===== src/rtl/dbg_link_pkg.sv =====
package dbg_link_pkg;
    typedef enum logic [1:0] {
        LK_RUN,
        LK_REPLY,
        LK_WAITHI
    } link_st_e;
endpackage


===== src/rtl/dbg_autobaud.sv =====
module dbg_autobaud #(
    parameter int CW      = 12,
    parameter int MIN_PER = 4
) (
    input  logic          clk_i,
    input  logic          rst_ni,
    input  logic          clear_i,
    input  logic          line_i,
    output logic          locked_o,
    output logic [CW-1:0] period_o
);
    localparam int AW = CW + 3;

    typedef struct packed {
        logic          locked;
        logic [CW-1:0] period;
        logic [AW-1:0] cnt;
        logic          sat;
    } ab_s;

    ab_s ab_d, ab_q;

    always_comb begin
        ab_d = ab_q;
        if (clear_i) begin
            ab_d = '0;
        end else if (!ab_q.locked) begin
            if (!line_i) begin
                if (&ab_q.cnt) ab_d.sat = 1'b1;
                else           ab_d.cnt = ab_q.cnt + AW'(1);
            end else if (ab_q.cnt != '0 || ab_q.sat) begin
                // period = run length / 8 (low part of the sync character)
                if (!ab_q.sat && ab_q.cnt[AW-1:3] >= CW'(MIN_PER)) begin
                    ab_d.locked = 1'b1;
                    ab_d.period = ab_q.cnt[AW-1:3];
                end
                ab_d.cnt = '0;
                ab_d.sat = 1'b0;
            end
        end
    end

    always_ff @(posedge clk_i or negedge rst_ni) begin
        if (!rst_ni) ab_q <= '0;
        else         ab_q <= ab_d;
    end

    assign locked_o = ab_q.locked;
    assign period_o = ab_q.period;

    // a learned period stays put until the link is cleared
    a_r1_period_held: assert property (@(posedge clk_i) disable iff (!rst_ni)
        (locked_o && !clear_i) |=> $stable(period_o));
    // a lock never carries a period below the floor
    a_r2_period_floor: assert property (@(posedge clk_i) disable iff (!rst_ni)
        $rose(locked_o) |-> (period_o >= CW'(MIN_PER)));
endmodule


===== src/rtl/dbg_rx.sv =====
module dbg_rx #(
    parameter int CW = 12
) (
    input  logic          clk_i,
    input  logic          rst_ni,
    input  logic          en_i,
    input  logic          line_i,
    input  logic [CW-1:0] period_i,
    output logic          busy_o,
    output logic          done_o,
    output logic [7:0]    data_o,
    output logic          frm_o,
    output logic          brk_o
);
    localparam int LW = CW + 4;

    typedef struct packed {
        logic          active;
        logic [CW-1:0] tmr;
        logic [3:0]    bitn;
        logic [7:0]    sh;
        logic [LW-1:0] lc;
        logic          done;
        logic          frm;
        logic          brk;
    } rx_s;

    rx_s rx_d, rx_q;
    logic [LW-1:0] nine_bits;

    always_comb begin
        nine_bits = ({4'b0, period_i} << 3) + {4'b0, period_i};
        rx_d      = rx_q;
        rx_d.done = 1'b0;
        rx_d.frm  = 1'b0;
        rx_d.brk  = 1'b0;
        if (line_i)         rx_d.lc = '0;
        else if (~&rx_q.lc) rx_d.lc = rx_q.lc + LW'(1);

        if (!en_i) begin
            rx_d.active = 1'b0;
        end else if (!rx_q.active) begin
            if (!line_i) begin
                rx_d.active = 1'b1;
                rx_d.tmr    = (period_i >> 1) - CW'(1);
                rx_d.bitn   = 4'd0;
            end
        end else if (rx_q.tmr != '0) begin
            rx_d.tmr = rx_q.tmr - CW'(1);
        end else begin
            rx_d.tmr = period_i - CW'(1);
            if (rx_q.bitn == 4'd0) begin
                if (line_i) rx_d.active = 1'b0;
                else        rx_d.bitn   = 4'd1;
            end else if (rx_q.bitn <= 4'd8) begin
                rx_d.sh   = {line_i, rx_q.sh[7:1]};
                rx_d.bitn = rx_q.bitn + 4'd1;
            end else begin
                rx_d.active = 1'b0;
                if (line_i)                  rx_d.done = 1'b1;
                else if (rx_q.lc >= nine_bits) rx_d.brk = 1'b1;
                else                         rx_d.frm  = 1'b1;
            end
        end
    end

    always_ff @(posedge clk_i or negedge rst_ni) begin
        if (!rst_ni) rx_q <= '0;
        else         rx_q <= rx_d;
    end

    assign busy_o = rx_q.active;
    assign done_o = rx_q.done;
    assign data_o = rx_q.sh;
    assign frm_o  = rx_q.frm;
    assign brk_o  = rx_q.brk;

    // a delivered byte had its stop bit sampled high
    a_r3_stop_high: assert property (@(posedge clk_i) disable iff (!rst_ni)
        done_o |-> $past(line_i));
    // a break or framing result always saw a low stop bit
    a_r6_stop_low: assert property (@(posedge clk_i) disable iff (!rst_ni)
        (brk_o || frm_o) |-> !$past(line_i));
endmodule


===== src/rtl/dbg_tx.sv =====
module dbg_tx #(
    parameter int CW = 12
) (
    input  logic          clk_i,
    input  logic          rst_ni,
    input  logic          en_i,
    input  logic          start_i,
    input  logic [7:0]    data_i,
    input  logic [CW-1:0] period_i,
    input  logic          line_i,
    output logic          busy_o,
    output logic          pull_o,
    output logic          coll_o
);
    typedef struct packed {
        logic          busy;
        logic [CW-1:0] tmr;
        logic [3:0]    bitn;
        logic [9:0]    sh;
        logic          pull;
        logic          coll;
    } tx_s;

    tx_s tx_d, tx_q;

    always_comb begin
        tx_d      = tx_q;
        tx_d.coll = 1'b0;
        if (!en_i) begin
            tx_d.busy = 1'b0;
            tx_d.pull = 1'b0;
        end else if (!tx_q.busy) begin
            if (start_i) begin
                tx_d.busy = 1'b1;
                tx_d.sh   = {1'b1, data_i, 1'b0};
                tx_d.pull = 1'b1;
                tx_d.bitn = 4'd0;
                tx_d.tmr  = period_i - CW'(1);
            end
        end else if (tx_q.tmr == (period_i >> 1) && tx_q.sh[0] && !line_i) begin
            tx_d.coll = 1'b1;
            tx_d.busy = 1'b0;
            tx_d.pull = 1'b0;
        end else if (tx_q.tmr != '0) begin
            tx_d.tmr = tx_q.tmr - CW'(1);
        end else if (tx_q.bitn == 4'd9) begin
            tx_d.busy = 1'b0;
            tx_d.pull = 1'b0;
        end else begin
            tx_d.sh   = {1'b1, tx_q.sh[9:1]};
            tx_d.bitn = tx_q.bitn + 4'd1;
            tx_d.pull = ~tx_q.sh[1];
            tx_d.tmr  = period_i - CW'(1);
        end
    end

    always_ff @(posedge clk_i or negedge rst_ni) begin
        if (!rst_ni) tx_q <= '0;
        else         tx_q <= tx_d;
    end

    assign busy_o = tx_q.busy;
    assign pull_o = tx_q.pull;
    assign coll_o = tx_q.coll;

    // the wire is only pulled low inside a frame
    a_r4_pull_in_frame: assert property (@(posedge clk_i) disable iff (!rst_ni)
        pull_o |-> busy_o);
    // a collision ends the frame and releases the wire
    a_r7_coll_releases: assert property (@(posedge clk_i) disable iff (!rst_ni)
        coll_o |-> (!busy_o && !pull_o));
endmodule


===== src/rtl/dbg_link_guard.sv =====
module dbg_link_guard
    import dbg_link_pkg::*;
#(
    parameter int CW      = 12,
    parameter int MIN_PER = 4,
    parameter int BRK_LEN = 4096
) (
    input  logic       clk_i,
    input  logic       rst_ni,
    input  logic       line_i,
    input  logic [7:0] tx_data_i,
    input  logic       tx_valid_i,
    output logic       tx_busy_o,
    output logic       pull_low_o,
    output logic [7:0] rx_data_o,
    output logic       rx_valid_o,
    output logic       abort_o,
    output logic       link_rst_o,
    output logic       locked_o,
    output logic       err_break_o,
    output logic       err_frame_o,
    output logic       err_coll_o
);
    localparam int RW = $clog2(BRK_LEN);

    typedef struct packed {
        link_st_e      st;
        logic [RW-1:0] rcnt;
        logic          abort;
        logic          eb;
        logic          ef;
        logic          ec;
    } top_s;

    top_s tp_d, tp_q;

    logic          run, ab_clear;
    logic [CW-1:0] period;
    logic          rx_en, rx_busy, rx_done, rx_frm, rx_brk;
    logic          tx_en, tx_start, tx_pull, tx_coll;
    logic          fault;

    assign run      = (tp_q.st == LK_RUN);
    assign ab_clear = !run;
    assign rx_en    = run && locked_o && !tx_busy_o;
    assign tx_en    = run && locked_o && !rx_busy && !rx_brk && !rx_frm;
    assign tx_start = tx_valid_i && line_i;
    assign fault    = run && (rx_brk || rx_frm || tx_coll);

    dbg_autobaud #(.CW(CW), .MIN_PER(MIN_PER)) u_baud (
        .clk_i    (clk_i),
        .rst_ni   (rst_ni),
        .clear_i  (ab_clear),
        .line_i   (line_i),
        .locked_o (locked_o),
        .period_o (period)
    );

    dbg_rx #(.CW(CW)) u_rx (
        .clk_i    (clk_i),
        .rst_ni   (rst_ni),
        .en_i     (rx_en),
        .line_i   (line_i),
        .period_i (period),
        .busy_o   (rx_busy),
        .done_o   (rx_done),
        .data_o   (rx_data_o),
        .frm_o    (rx_frm),
        .brk_o    (rx_brk)
    );

    dbg_tx #(.CW(CW)) u_tx (
        .clk_i    (clk_i),
        .rst_ni   (rst_ni),
        .en_i     (tx_en),
        .start_i  (tx_start),
        .data_i   (tx_data_i),
        .period_i (period),
        .line_i   (line_i),
        .busy_o   (tx_busy_o),
        .pull_o   (tx_pull),
        .coll_o   (tx_coll)
    );

    always_comb begin
        tp_d       = tp_q;
        tp_d.abort = 1'b0;
        tp_d.eb    = 1'b0;
        tp_d.ef    = 1'b0;
        tp_d.ec    = 1'b0;
        case (tp_q.st)
            LK_RUN: begin
                if (fault) begin
                    tp_d.st    = LK_REPLY;
                    tp_d.rcnt  = RW'(BRK_LEN - 1);
                    tp_d.abort = 1'b1;
                    tp_d.eb    = rx_brk;
                    tp_d.ef    = rx_frm && !rx_brk;
                    tp_d.ec    = tx_coll && !rx_brk && !rx_frm;
                end
            end
            LK_REPLY: begin
                if (tp_q.rcnt == '0) tp_d.st   = LK_WAITHI;
                else                 tp_d.rcnt = tp_q.rcnt - RW'(1);
            end
            LK_WAITHI: begin
                if (line_i) tp_d.st = LK_RUN;
            end
            default: tp_d.st = LK_RUN;
        endcase
    end

    always_ff @(posedge clk_i or negedge rst_ni) begin
        if (!rst_ni) tp_q <= '{st: LK_RUN, default: '0};
        else         tp_q <= tp_d;
    end

    assign pull_low_o  = (tp_q.st == LK_REPLY) || tx_pull;
    assign link_rst_o  = !run;
    assign rx_valid_o  = rx_done;
    assign abort_o     = tp_q.abort;
    assign err_break_o = tp_q.eb;
    assign err_frame_o = tp_q.ef;
    assign err_coll_o  = tp_q.ec;

    // nothing is delivered without a learned rate
    a_r2_rx_needs_lock: assert property (@(posedge clk_i) disable iff (!rst_ni)
        rx_valid_o |-> locked_o);
    // a transmit only begins with a learned rate
    a_r4_tx_needs_lock: assert property (@(posedge clk_i) disable iff (!rst_ni)
        $rose(tx_busy_o) |-> locked_o);
    // an abort carries exactly one cause
    a_r8_one_cause: assert property (@(posedge clk_i) disable iff (!rst_ni)
        abort_o |-> $onehot({err_break_o, err_frame_o, err_coll_o}));
    // the rate is forgotten right after an abort
    a_r8_unlock: assert property (@(posedge clk_i) disable iff (!rst_ni)
        abort_o |=> !locked_o);
    // the break answer starts as the link enters reset
    a_r9_answer_starts: assert property (@(posedge clk_i) disable iff (!rst_ni)
        $rose(link_rst_o) |-> pull_low_o);
    // the link leaves reset only after seeing the wire high
    a_r10_release_high: assert property (@(posedge clk_i) disable iff (!rst_ni)
        $fell(link_rst_o) |-> $past(line_i));
    // receive and transmit never overlap on the shared wire
    a_r3_half_duplex: assert property (@(posedge clk_i) disable iff (!rst_ni)
        !(rx_busy && tx_busy_o));
endmodule


===== config.mk =====
export PLATFORM = sky130hd
export DESIGN_NAME = dbg_link_guard
export DESIGN_NICKNAME = d
export VERILOG_FILES = /design/src/rtl/dbg_link_pkg.sv /design/src/rtl/dbg_autobaud.sv /design/src/rtl/dbg_rx.sv /design/src/rtl/dbg_tx.sv /design/src/rtl/dbg_link_guard.sv
export SDC_FILE = /design/constraint.sdc
export NUM_CORES = 1
export LEC_CHECK = 0
export ABC_AREA = 1
export BUFFER_PORTS_ARGS = -buffer_cell sky130_fd_sc_hd__buf_2
export CAP_MARGIN = 20
export CORE_MARGIN = 2
export CORE_UTILIZATION = 55
export DETAILED_ROUTE_END_ITERATION = 16
export GPL_ROUTABILITY_DRIVEN = 0
export GPL_TIMING_DRIVEN = 1
export PLACE_DENSITY_LB_ADDON = 0.12
export SETUP_SLACK_MARGIN = 0.15
export SYNTH_ARGS = -nofsm -noshare
export SYNTH_HDL_FRONTEND = slang
export SYNTH_HIERARCHICAL = 1
export SYNTH_SLANG_ARGS = --single-unit

===== constraint.sdc =====
create_clock -name clk_i -period 4.9 [get_ports clk_i]
set_clock_uncertainty 0.05 [all_clocks]
set_input_delay 0.245 -clock clk_i [delete_from_list [all_inputs] [get_ports clk_i]]
set_output_delay 0.245 -clock clk_i [all_outputs]
set_load 0.01 [all_outputs]

==> results of run 1 <==
[placed cells by master, fill, tap and decap left out, types with 4 or more instances in the layout]
cell	instances
nand2_1	345
inv_1	139
dfrtp_1	120
nor2_1	115
nand3_1	114
a21oi_1	45
o21ai_0	41
ha_1	39
xor2_1	29
buf_2	27
nand4_1	23
o21ai_2	21
nand2_2	20
nor3_1	17
inv_2	17
clkbuf_16	17
o21ai_1	14
nor2_2	13
a22oi_1	11
nor2_4	10
a31oi_1	9
or2_2	8
nand3_2	7
nor4_1	6
xnor2_1	5
nand2_4	4
[layer usage]
| layer | vias to the layer above | global-route usage [%] | share of wire (%) |
|---|---|---|---|
| li1 | 4061 | - | - |
| met4 | 0 | 8.152 | 1.4 |
| met5 | - | 0 | 0 |
| met3 | 27 | 5.170 | 5.5 |
| met2 | 192 | 40.61 | 46 |
| met1 | 3736 | 36.69 | 47 |
[per-stage QoR]
stage                     power, W  area [um2]  worst slack, ns
after floorplan           0.001144        8969            2.097
after global placement    0.001188        9032            1.764
after detailed placement  0.001189        9032            1.662
after CTS                 0.002473        9644            1.653
after global routing      0.002544        9644            1.249
final                     0.002445        9644            1.631
[sequential cells by signal, summed over array words and instances (netlist names), 8 cells and up]
register         count
tp_q                14
u_baud/ab_q         16
u_baud/period_o     12
u_rx/data_o          8
u_rx/rx_q           32
u_tx/tx_q           26
[critical path, delay by kind of cell, from the launching register on]
kind	cells	cell delay, ns
flops	1	0.58
simple gates	8	1.05
compound gates	2	0.34
fa+ha+maj	3	0.99
buf+inv	3	0.20
[final cells by class]
cell class,instances,area [um2],share of cell area [%]
multi-input cells,931,5007,51.92
flip-flops and latches,120,3003,31.14
inverters,158,594.3,6.162
clock buffers,19,452.9,4.696
well taps,216,270.3,2.802
repair buffers,31,167.7,1.738
clock inverters,11,148.9,1.544
[power groups by stage]
stage	logic [W]	registers, W	clock network, W
2_1_floorplan	0.000106	0.00104	0
4_1_cts	0.000147	0.00103	0.00130
3_5_place_dp	0.000146	0.00104	0
6_report	0.000145	0.00103	0.00127
5_1_grt	0.000167	0.00103	0.00135
3_3_place_gp	0.000145	0.00104	0
[worst paths after layout]
kind                                     from             to  slack (ns)  cells after the start
setup / recovery           u_baud/period_o[3]     u_rx/brk_o        1.63                     16
hold / removal                   tx_data_i[5]   u_tx/tx_q[8]        0.08                      3
setup reg to reg           u_baud/period_o[3]     u_rx/brk_o        1.63                     16
hold reg to reg                 u_rx/rx_q[38]  u_rx/rx_q[38]        0.43                      2
max in group asynchronous              rst_ni  u_tx/tx_q[18]        3.22                      3
min in group asynchronous              rst_ni       tp_q[11]        0.44                      2
[cell families after synthesis]
kind of cell             Yosys count  share of synthesized area [%]
AND/OR/NAND/NOR                  696                          35.88
buffers and inverters            204                          10.69
AO/OA/AOI/OAI                    161                          10.97
flip-flops                       120                          33.48
adder cells (fa/ha/maj)           40                          5.664
XOR/XNOR                          34                          3.320
[repair_timing]
action / in CTS / in global routing
setup buffers: 0 / 0
hold buffers: 1 / 0
endpoints found under the hold margin: 74 / 0
==> metrics.md, run 1 <==
| Metric | Value |
|---|---|
| Clk_lat worst skew | `0.42 ns` |
| Post-synth top flop | `dfrtp_1` |
| EDFF count, synth | `0` |
| Via-to-Cell Ratio | `5.394` |
| Final Critical Period | `3.269 ns` |
| Die footprint | `17340 um2` |
| RSZ-0062 raised after global routing | `no` |
| Async set-reset flop share out of synthesis | `100.0%` |
| Fin crit share | `66.72%` |
| Combinational Power Share | `5.9%` |
| Placed cells | `1455` |
| WP data required | `5.21 ns` |
| Slew headroom | `37.35%` |
| Slew Viols, Final | `0` |
| Final instance count without filler cells | `1486` |
| Final net count | `1311` |
| CTS resizes | `0` |
| GRT Total Usage | `26.08%` |
| Distinct cells, synth | `53` |
| Clk pwr share | `52.1%` |
| Switching Share | `23.62%` |
| First-pass GRT wire length | `36870 um` |
| Mapped Cells | `1255` |
| Hold Violations, Final | `0` |
| Number of global-route vias before repair | `7523` |
| Clock Path Buffers | `2` |
| Total core area | `15890 um2` |
| Number of DRC markers in iteration 0 | `578` |
| Die Span Y | `131.7 um` |
| Critical path, cell by cell | `ha_1 > inv_1 > fa_1 > nand3b_1 > and2_1 > inv_1 > a21oi_1 > o21ai_0 > nand3_1 > ha_1 > nand4_1 > nor3_1 > nand2_1 > nand3_1 > nand2_1 > inv_1` |
| Total wire length | `21620 um` |
| GRT overflow | `0` |
| Status | `complete, no violations` |
| # rows | `46` |
| CP max-delay cell | `dfrtp_1` |
| CTS buffer count | `17` |
| Crit path top cell by count | `inv_1` |
| H-Tree Depth | `4` |
| Clock sink count | `120` |
| Initial antenna violation count | `1` |
| Fin Hold WS | `0.08032 ns` |
| Worst hold path type | `in2reg` |
| Vias | `8016` |
| CTS tree | `yes` |
| Count leader, synth | `nand2_1` |
| Peak supply drop | `0.0002428 V` |
| Sequential cell fraction of total power | `42.0%` |
| Power Density | `253.5 nW/um2` |
| Internal power | `0.001868 W` |
| WL/cell | `14.55 um` |
| Sw Pwr | `0.0005774 W` |
| Root Buffer | `clkbuf_16` |
| Number of detailed-route iterations in the first pass | `5` |
| Yosys reg bits | `120` |
| Syn Nets | `1307` |
| Fraction of layout cells with a size suffix above 1 | `13.86%` |
| Initial Util | `56.46%` |
| Mean Syn Cell Area | `7.146 um2` |
| Synth top area share | `33.48%` |
| Worst setup SP type | `flop` |
| IO Pins | `29` |
| Syn-to-layout area delta | `7.533%` |
| Utilization after layout | `60.71%` |
| Post-synthesis cell area | `8969 um2` |
| Max cap viols | `0` |
| Max Fanout on Critical Path | `11` |
| Element type at the critical path end | `flop` |
| Clock-pin slew on the worst setup and hold paths | `0.06 ns` |
| CP arrival | `3.57 ns` |
| Post-synth top area cell | `dfrtp_1` |
| Register area share after synthesis | `33.48%` |
| Post-route ant nets | `0` |
| N_diodes | `0` |
| Die X | `131.7 um` |
| DPL Wire Length | `15790 um` |
| CP peak stage delay | `0.58 ns` |
| Critical path class | `reg2reg` |
| Max Fclk | `0.3059 GHz` |
| Fill cells | `1520` |
| Number of port buffers | `28` |
| Fin Setup TNS | `0 ns` |
| Worst-Margin Slew | `0.9397 ns` |
| Synth warnings | `6` |
| Setup-failing EPs final | `0` |
| Top cells by count, synth | `nand2_1 (345), inv_1 (139), dfrtp_1 (120)` |
| DRC viols | `0` |
| Synth area leaders | `dfrtp_1 (33%), nand2_1 (14%), nand3_1 (6.4%), inv_1 (5.8%), ha_1 (5.4%)` |
| Pleak | `4.924 nW` |
| Largest net degree at the start of global routing | `76` |
No activity file was read; power rests on OpenSTA's default activity.
==> run 2, diff against run 1 <==
--- a/config.mk
+++ b/config.mk
@@ -5,7 +5,7 @@
 export SDC_FILE = /design/constraint.sdc
 export NUM_CORES = 1
 export LEC_CHECK = 0
-export ABC_AREA = 1
+export ABC_AREA = 0
 export BUFFER_PORTS_ARGS = -buffer_cell sky130_fd_sc_hd__buf_2
 export CAP_MARGIN = 20
 export CORE_MARGIN = 2
==> constraint.sdc (replaced) <==
create_clock -name clk_i -period 3.35 [get_ports clk_i]
set_clock_uncertainty 0.05 [all_clocks]
set_input_delay 0.1675 -clock clk_i [delete_from_list [all_inputs] [get_ports clk_i]]
set_output_delay 0.1675 -clock clk_i [all_outputs]
set_load 0.01 [all_outputs]
==> run 2 against run 1 <==
Count of clock-buffer cells in the layout is 1 lower. Utilization is 1.6 points higher. Setup slack worse by 1.5 ns. Sequential cell count did not move. Power grew 87%. Combinational power rose to 5.5 times the previous value. Sequential share of layout area rose by 2.4 points. Clock power increased by 44%. Critical path depth fell by 3. Register-to-register slack worse by 1.5 ns.
==> metrics.md, run 2 <==
| Metric | Value |
|---|---|
| Peak supply drop | `0.0003645 V` |
| Initial antenna violation count | `0` |
| Die footprint | `15550 um2` |
| DPL Wire Length | `13620 um` |
| Clock Path Buffers | `2` |
| Clock-pin slew on the worst setup and hold paths | `0.05 ns` |
| Post-synthesis cell area | `8014 um2` |
| Element type at the critical path end | `flop` |
| IO Pins | `29` |
| Number of port buffers | `28` |
| Vias | `6907` |
| Number of DRC markers in iteration 0 | `544` |
| Final net count | `932` |
| GRT overflow | `0` |
| CTS buffer count | `17` |
| Placement Cell Area | `8244 um2` |
| CP arrival | `3.43 ns` |
| Synth area leaders | `dfrtp_1 (37%), ha_1 (6.1%), xor2_1 (4.5%), a22o_1 (3.4%), nor2_1 (3.4%)` |
| H-Tree Depth | `4` |
| First-pass GRT wire length | `33010 um` |
| Fraction of layout cells with a size suffix above 1 | `16.35%` |
| # rows | `44` |
| Fin Hold WS | `0.04334 ns` |
| Power Density | `511.4 nW/um2` |
| N_diodes | `0` |
| DRC viols | `0` |
| Slew Viols, Final | `0` |
| Worst hold path depth | `3` |
| Yosys reg bits | `120` |
| Utilization after layout | `62.33%` |
| Hold Crit Endpoint | `u_tx/tx_q[8]` |
| Fin crit share | `94.89%` |
| RSZ-0062 raised after global routing | `yes` |
| CP peak stage delay | `0.39 ns` |
| Root Buffer | `clkbuf_16` |
| Biggest regs | `u_rx/rx_q x32, u_tx/tx_q x26, u_baud/ab_q x16` |
| Syn Nets | `913` |
| Register area share after synthesis | `37.47%` |
| Max Fclk | `0.3146 GHz` |
| Largest Register | `u_rx/rx_q` |
| Hold Violations, Final | `0` |
| M1 wire length | `8529 um` |
| Synth warnings | `6` |
| Worst hold path type | `in2reg` |
| R2R Setup Slk | `0.17 ns` |
| Most common cell after layout, fill and taps aside | `dfrtp_1` |
| Synth top area share | `37.47%` |
| Met3 wire length | `1201 um` |
| Total wire length | `19880 um` |
| Critical path, cell by cell | `buf_4 > ha_4 > nand3_1 > o211ai_1 > o41ai_2 > o21bai_1 > nand3_1 > xor2_1 > ha_1 > nand4_1 > a2111oi_4 > a21oi_2 > and2_1` |
| Post-synth top flop | `dfrtp_1` |
| WL/cell | `18.46 um` |
| Commonest cells after routing, fill and taps aside | `dfrtp_1 (120), nor2_1 (72), nand2_1 (53)` |
| Worst-Margin Slew | `0.8840 ns` |
| Mapped Cells | `861` |
| Hold_sp | `tx_data_i[5]` |
| Post-route ant nets | `0` |
| Crit path top cell by count | `nand3_1` |
| Distinct cells, synth | `88` |
| Met2 wire len | `9763 um` |
| Die Span Y | `124.7 um` |
| Place WS | `-0.03594 ns` |
| EDFF count, synth | `0` |
| Clk_lat worst skew | `0.42 ns` |
| Critical path class | `reg2reg` |
| CP max-delay cell | `dfrtp_1` |
| Total core area | `14370 um2` |
| Count leader, synth | `dfrtp_1` |
| WP data required | `3.60 ns` |
| Cell area after layout | `8956 um2` |
| Reg-to-reg critical path startpoint | `u_baud/period_o[3]` |
| Status | `complete, no violations` |
| Worst setup SP type | `flop` |
| Uppermost layer routed | `met4` |
| Setup slack after layout | `0.1712 ns` |
| Max Fanout on Critical Path | `5` |
| Syn-to-layout area delta | `11.76%` |
| Number of global-route vias before repair | `6744` |
| Post-synth top area cell | `dfrtp_1` |
| Crit Reg-Reg Endpoint | `u_rx/frm_o` |
| Mean Syn Cell Area | `9.308 um2` |
| Number of detailed-route iterations in the first pass | `6` |
| Pleak | `4.034 nW` |
| Final Critical Period | `3.179 ns` |
| Initial Util | `55.77%` |
| Largest net degree at the start of global routing | `66` |
| CTS tree | `yes` |
| Setup-failing EPs final | `0` |
| Top cells by count, synth | `dfrtp_1 (120), nor2_1 (72), nand2_1 (53)` |
| Max FFs per register | `32` |
| Die X | `124.7 um` |
| R2r worst-path depth | `13` |
| Slew headroom | `41.06%` |
| Max cap viols | `0` |
| Fill cells | `1175` |
| Via-to-Cell Ratio | `6.413` |
| Async set-reset flop share out of synthesis | `100.0%` |
| Clock sink count | `120` |
| GRT Total Usage | `25.87%` |
-- run 2: changes by cell type after synthesis, moves of 17 or more --
cell and change:
nand2_2 -19, o21ai_2 -21, clkbuf_1 +17, a22o_1 +31, inv_1 -105, nand2_1 -292, nor2_1 -43, nand3_1 -81
inv_2 -17, mux2_2 +18
-- run 2: stage by stage --
stage          cells  total power, W  setup TNS, ns
2_1_floorplan    861        0.002509              0
3_3_place_gp    1041        0.002707              0
3_5_place_dp    1041        0.002751       -0.03737
4_1_cts         1077        0.004597              0
5_1_grt         1077        0.004812              0
6_report        1077        0.004581              0
-- run 2: layout make-up --
cell class	instances	area, um2	area share [%]
Sequential cell	120	3003	33.53
Clock buffer	18	429.2	4.792
Clock inverter	14	157.7	1.760
Multi-Input combinational cell	650	4633	51.73
Inverter	34	127.6	1.425
Timing Repair Buffer	57	375.4	4.191
Tap cell	184	230.2	2.571
-- run 2: worst max path at each step --
stage                        from    endpoint  slack, ns  cells past startpoint
3_3_place_gp   u_baud/period_o[3]  u_rx/frm_o       0.25                     15
6_report       u_baud/period_o[3]  u_rx/frm_o       0.17                     13
5_1_grt        u_baud/period_o[0]  u_rx/frm_o       0.02                     14
3_5_place_dp   u_baud/period_o[3]  u_rx/frm_o      -0.04                     15
4_1_cts        u_baud/period_o[0]  u_rx/frm_o       0.16                     15
2_1_floorplan  u_baud/period_o[0]  u_rx/frm_o       0.30                     16
-- run 2: where the power goes --
| part | internal, W | switching [W] |
|---|---|---|
| Sequential | 0.00164 | 0.000312 |
| Combinational | 0.000356 | 0.000440 |
| Clock | 0.00116 | 0.000671 |
| Total | 0.00316 | 0.00142 |
-- run 2: per-layer routing --
layer / vias to the layer above / GRT usage [%]
met4: 0 / 8.460
li1: 3219 / -
met2: 250 / 42.59
met3: 46 / 5.971
met1: 3392 / 33.82
met5: - / 0
-- run 2: timing repair --
action,4_1_cts,5_1_grt
setup buffers,3,0
pin swaps,2,14
cloned,0,0
hold buffers,1,0
gates resized for setup,7,12
hold endpoints to repair,64,0
endpoints found under the setup margin,2,2
-- run 2: logic make-up after synthesis --
kind of cell | share of synthesized area, %
DFF | 37.47
AOI/OAI and AO/OA | 18.95
buffers and inverters | 5.870
xor gates and xnor gates | 6.339
muxes | 3.404
and+or+nand+nor | 21.62
adders and majority gates | 6.339
-- run 2: critical path: cells and delay by family, from the launching register on --
| kind | cells | cell delay [ns] |
|---|---|---|
| XOR/XNOR | 1 | 0.18 |
| AO/OA/AOI/OAI | 5 | 1.12 |
| buffers and inverters | 1 | 0.15 |
| adder cells (fa/ha/maj) | 2 | 0.59 |
| flip-flops | 1 | 0.39 |
| AND/OR/NAND/NOR | 4 | 0.56 |
==> run 3, diff against run 2 <==
--- a/config.mk
+++ b/config.mk
@@ -14,6 +14,7 @@
 export GPL_ROUTABILITY_DRIVEN = 0
 export GPL_TIMING_DRIVEN = 1
 export PLACE_DENSITY_LB_ADDON = 0.12
+export REMOVE_ABC_BUFFERS = 1
 export SETUP_SLACK_MARGIN = 0.15
 export SYNTH_ARGS = -nofsm -noshare
 export SYNTH_HDL_FRONTEND = slang
==> run 3 against run 2 <==
Sequential power about the same. Global-route usage increased by 0.64 points. Cell area about the same. Fmax increased by 1.1%. Clock power about the same. Critical path type unchanged.
==> metrics.md, run 3 (synthesized netlist as in run 2, its figures left out) <==
| Metric | Value |
|---|---|
| Status | `complete, no violations` |
| Element type at the critical path end | `flop` |
| CTS buffer count | `17` |
| Slew Viols, Final | `0` |
| Utilization after layout | `62.28%` |
| Sequential cell fraction of total power | `42.7%` |
| Clock-pin slew on the worst setup and hold paths | `0.05 ns` |
| Number of port buffers | `28` |
| Switching Share | `31.56%` |
| Commonest cells after routing, fill and taps aside | `dfrtp_1 (120), nor2_1 (72), nand2_1 (53)` |
| WL/cell | `18.91 um` |
| Syn-to-layout area delta | `11.66%` |
| Fin crit share | `93.85%` |
| Die footprint | `15550 um2` |
| Hold Violations, Final | `0` |
| Fin Setup TNS | `0 ns` |
| Multi-input gate area | `4621 um2` |
| Die X | `124.7 um` |
| # rows | `44` |
| Number of DRC markers in iteration 0 | `869` |
| Critical path class | `reg2reg` |
| DRC viols | `0` |
| Fill cells | `1186` |
| Number of global-route vias before repair | `6666` |
| Final Critical Period | `3.144 ns` |
| IO Pins | `29` |
| Most common cell after layout, fill and taps aside | `dfrtp_1` |
| Max FFs per register | `32` |
| Peak supply drop | `0.0003583 V` |
| Max cap viols | `0` |
| Total wire length | `20370 um` |
| Slew headroom | `38.55%` |
| Worst hold path depth | `3` |
| Pleak | `4.032 nW` |
| First-pass GRT wire length | `33750 um` |
| Internal power | `0.003147 W` |
| Hold Crit Endpoint | `u_tx/tx_q[10]` |
| GRT Total Usage | `26.51%` |
| WP data required | `3.61 ns` |
| Hold_sp | `tx_data_i[7]` |
| CTS tree | `yes` |
| Register area | `3003 um2` |
| Vias | `6846` |
| Initial antenna violation count | `0` |
| R2r worst-path depth | `14` |
| Crit Reg-Reg Endpoint | `u_rx/frm_o` |
| R2R Setup Slk | `0.21 ns` |
| Setup slack after layout | `0.2061 ns` |
| Biggest regs | `u_rx/rx_q x32, u_tx/tx_q x26, u_baud/ab_q x16` |
| Die Span Y | `124.7 um` |
| Clk pwr share | `39.6%` |
| Via-to-Cell Ratio | `6.357` |
| N_diodes | `0` |
| Reg-to-reg critical path startpoint | `u_baud/period_o[3]` |
| DPL Wire Length | `13920 um` |
| Fraction of layout cells with a size suffix above 1 | `16.46%` |
| GRT overflow | `0` |
| Worst-Margin Slew | `0.9217 ns` |
| Total core area | `14370 um2` |
| Sw Pwr | `0.001451 W` |
| CP arrival | `3.40 ns` |
| Combinational Power Share | `17.7%` |
| Clk_lat worst skew | `0.42 ns` |
| Place WS | `0.09497 ns` |
| Post-route ant nets | `0` |
| Worst setup SP type | `flop` |
| Largest net degree at the start of global routing | `62` |
| Max Fclk | `0.3181 GHz` |
| Clock Path Buffers | `2` |
| Max Fanout on Critical Path | `3` |
| H-Tree Depth | `4` |
| Initial Util | `55.77%` |
| Setup-failing EPs final | `0` |
| RSZ-0062 raised after global routing | `yes` |
| Final net count | `932` |
| Worst hold path type | `in2reg` |
| Number of detailed-route iterations in the first pass | `6` |
| Power Density | `513.8 nW/um2` |
| Clock sink count | `120` |
| Fin Hold WS | `0.04362 ns` |
| Root Buffer | `clkbuf_16` |
| Largest Register | `u_rx/rx_q` |
run 3: cell types whose count changed in the layout (fill, tap and decap cells not counted), sizes merged:
cell | previous run | this run
clkinvlp | 2 | 3
clkinv | 9 | 7
bufinv | 3 | 2
clkbuf | 18 | 20
run 3: how the worst max path moves through the flow:
stage	slack (ns)	end	startpoint	cells past startpoint
CTS	0.17	u_rx/frm_o	u_baud/period_o[0]	15
floorplan	0.11	u_rx/frm_o	u_baud/period_o[3]	15
detailed placement	0.09	u_rx/frm_o	u_baud/period_o[3]	15
finish	0.21	u_rx/frm_o	u_baud/period_o[3]	14
global route	0.08	u_rx/frm_o	u_baud/period_o[3]	14
global placement	0.24	u_rx/frm_o	u_baud/period_o[3]	15
run 3: critical path: stages, from the launching register on:
cell and delay, ns:
dfrtp_1 0.35, ha_2 0.19, inv_2 0.04, fa_2 0.37, nor2b_2 0.15, o31a_1 0.18
o211ai_1 0.16, a21oi_2 0.22, o21ai_2 0.07, xor2_1 0.15, ha_1 0.33, nand4_1 0.15
a2111oi_4 0.37, a21oi_2 0.10, and2_1 0.14
run 3: through the flow:
step	instance area, um2	total power (W)	cells
after floorplan	7671	0.002485	804
after global placement	8237	0.002714	1040
after detailed placement	8237	0.002768	1040
after CTS	8861	0.004614	1075
after global routing	8949	0.004839	1077
final	8949	0.004598	1077
run 3: routing by layer:
metal | up-vias | global-route usage [%] | routed length, um
met4 | 0 | 10.71 | 438
met3 | 44 | 5.241 | 1037
met2 | 251 | 43.20 | 9871
li1 | 3215 | - | -
met1 | 3336 | 34.77 | 9021
met5 | - | 0 | 0
run 3: repair_timing:
item / in CTS / in global routing
endpoints found under the setup margin: 2 / 2
endpoints found under the hold margin: 60 / 0
gates resized for setup: 3 / 16
hold buffers: 1 / 0
setup buffers: 2 / 2
pin swaps: 1 / 18
run 3: layout make-up:
class	instances	area share [%]
flip-flops and latches	120	33.56
clock buffers	20	5.215
repair buffers	57	4.195
multi-input cells	650	51.64
inverters	34	1.426
well taps	184	2.573
clock inverters	12	1.398
run 3: power groups by stage:
stage                     combinational (W)  clock (W)  sequential [W]
after detailed placement           0.000795          0         0.00197
after global placement             0.000755          0         0.00196
after floorplan                    0.000589          0         0.00190
after global routing               0.000908    0.00194         0.00200
after CTS                          0.000802    0.00186         0.00195
final                              0.000813    0.00182         0.00196
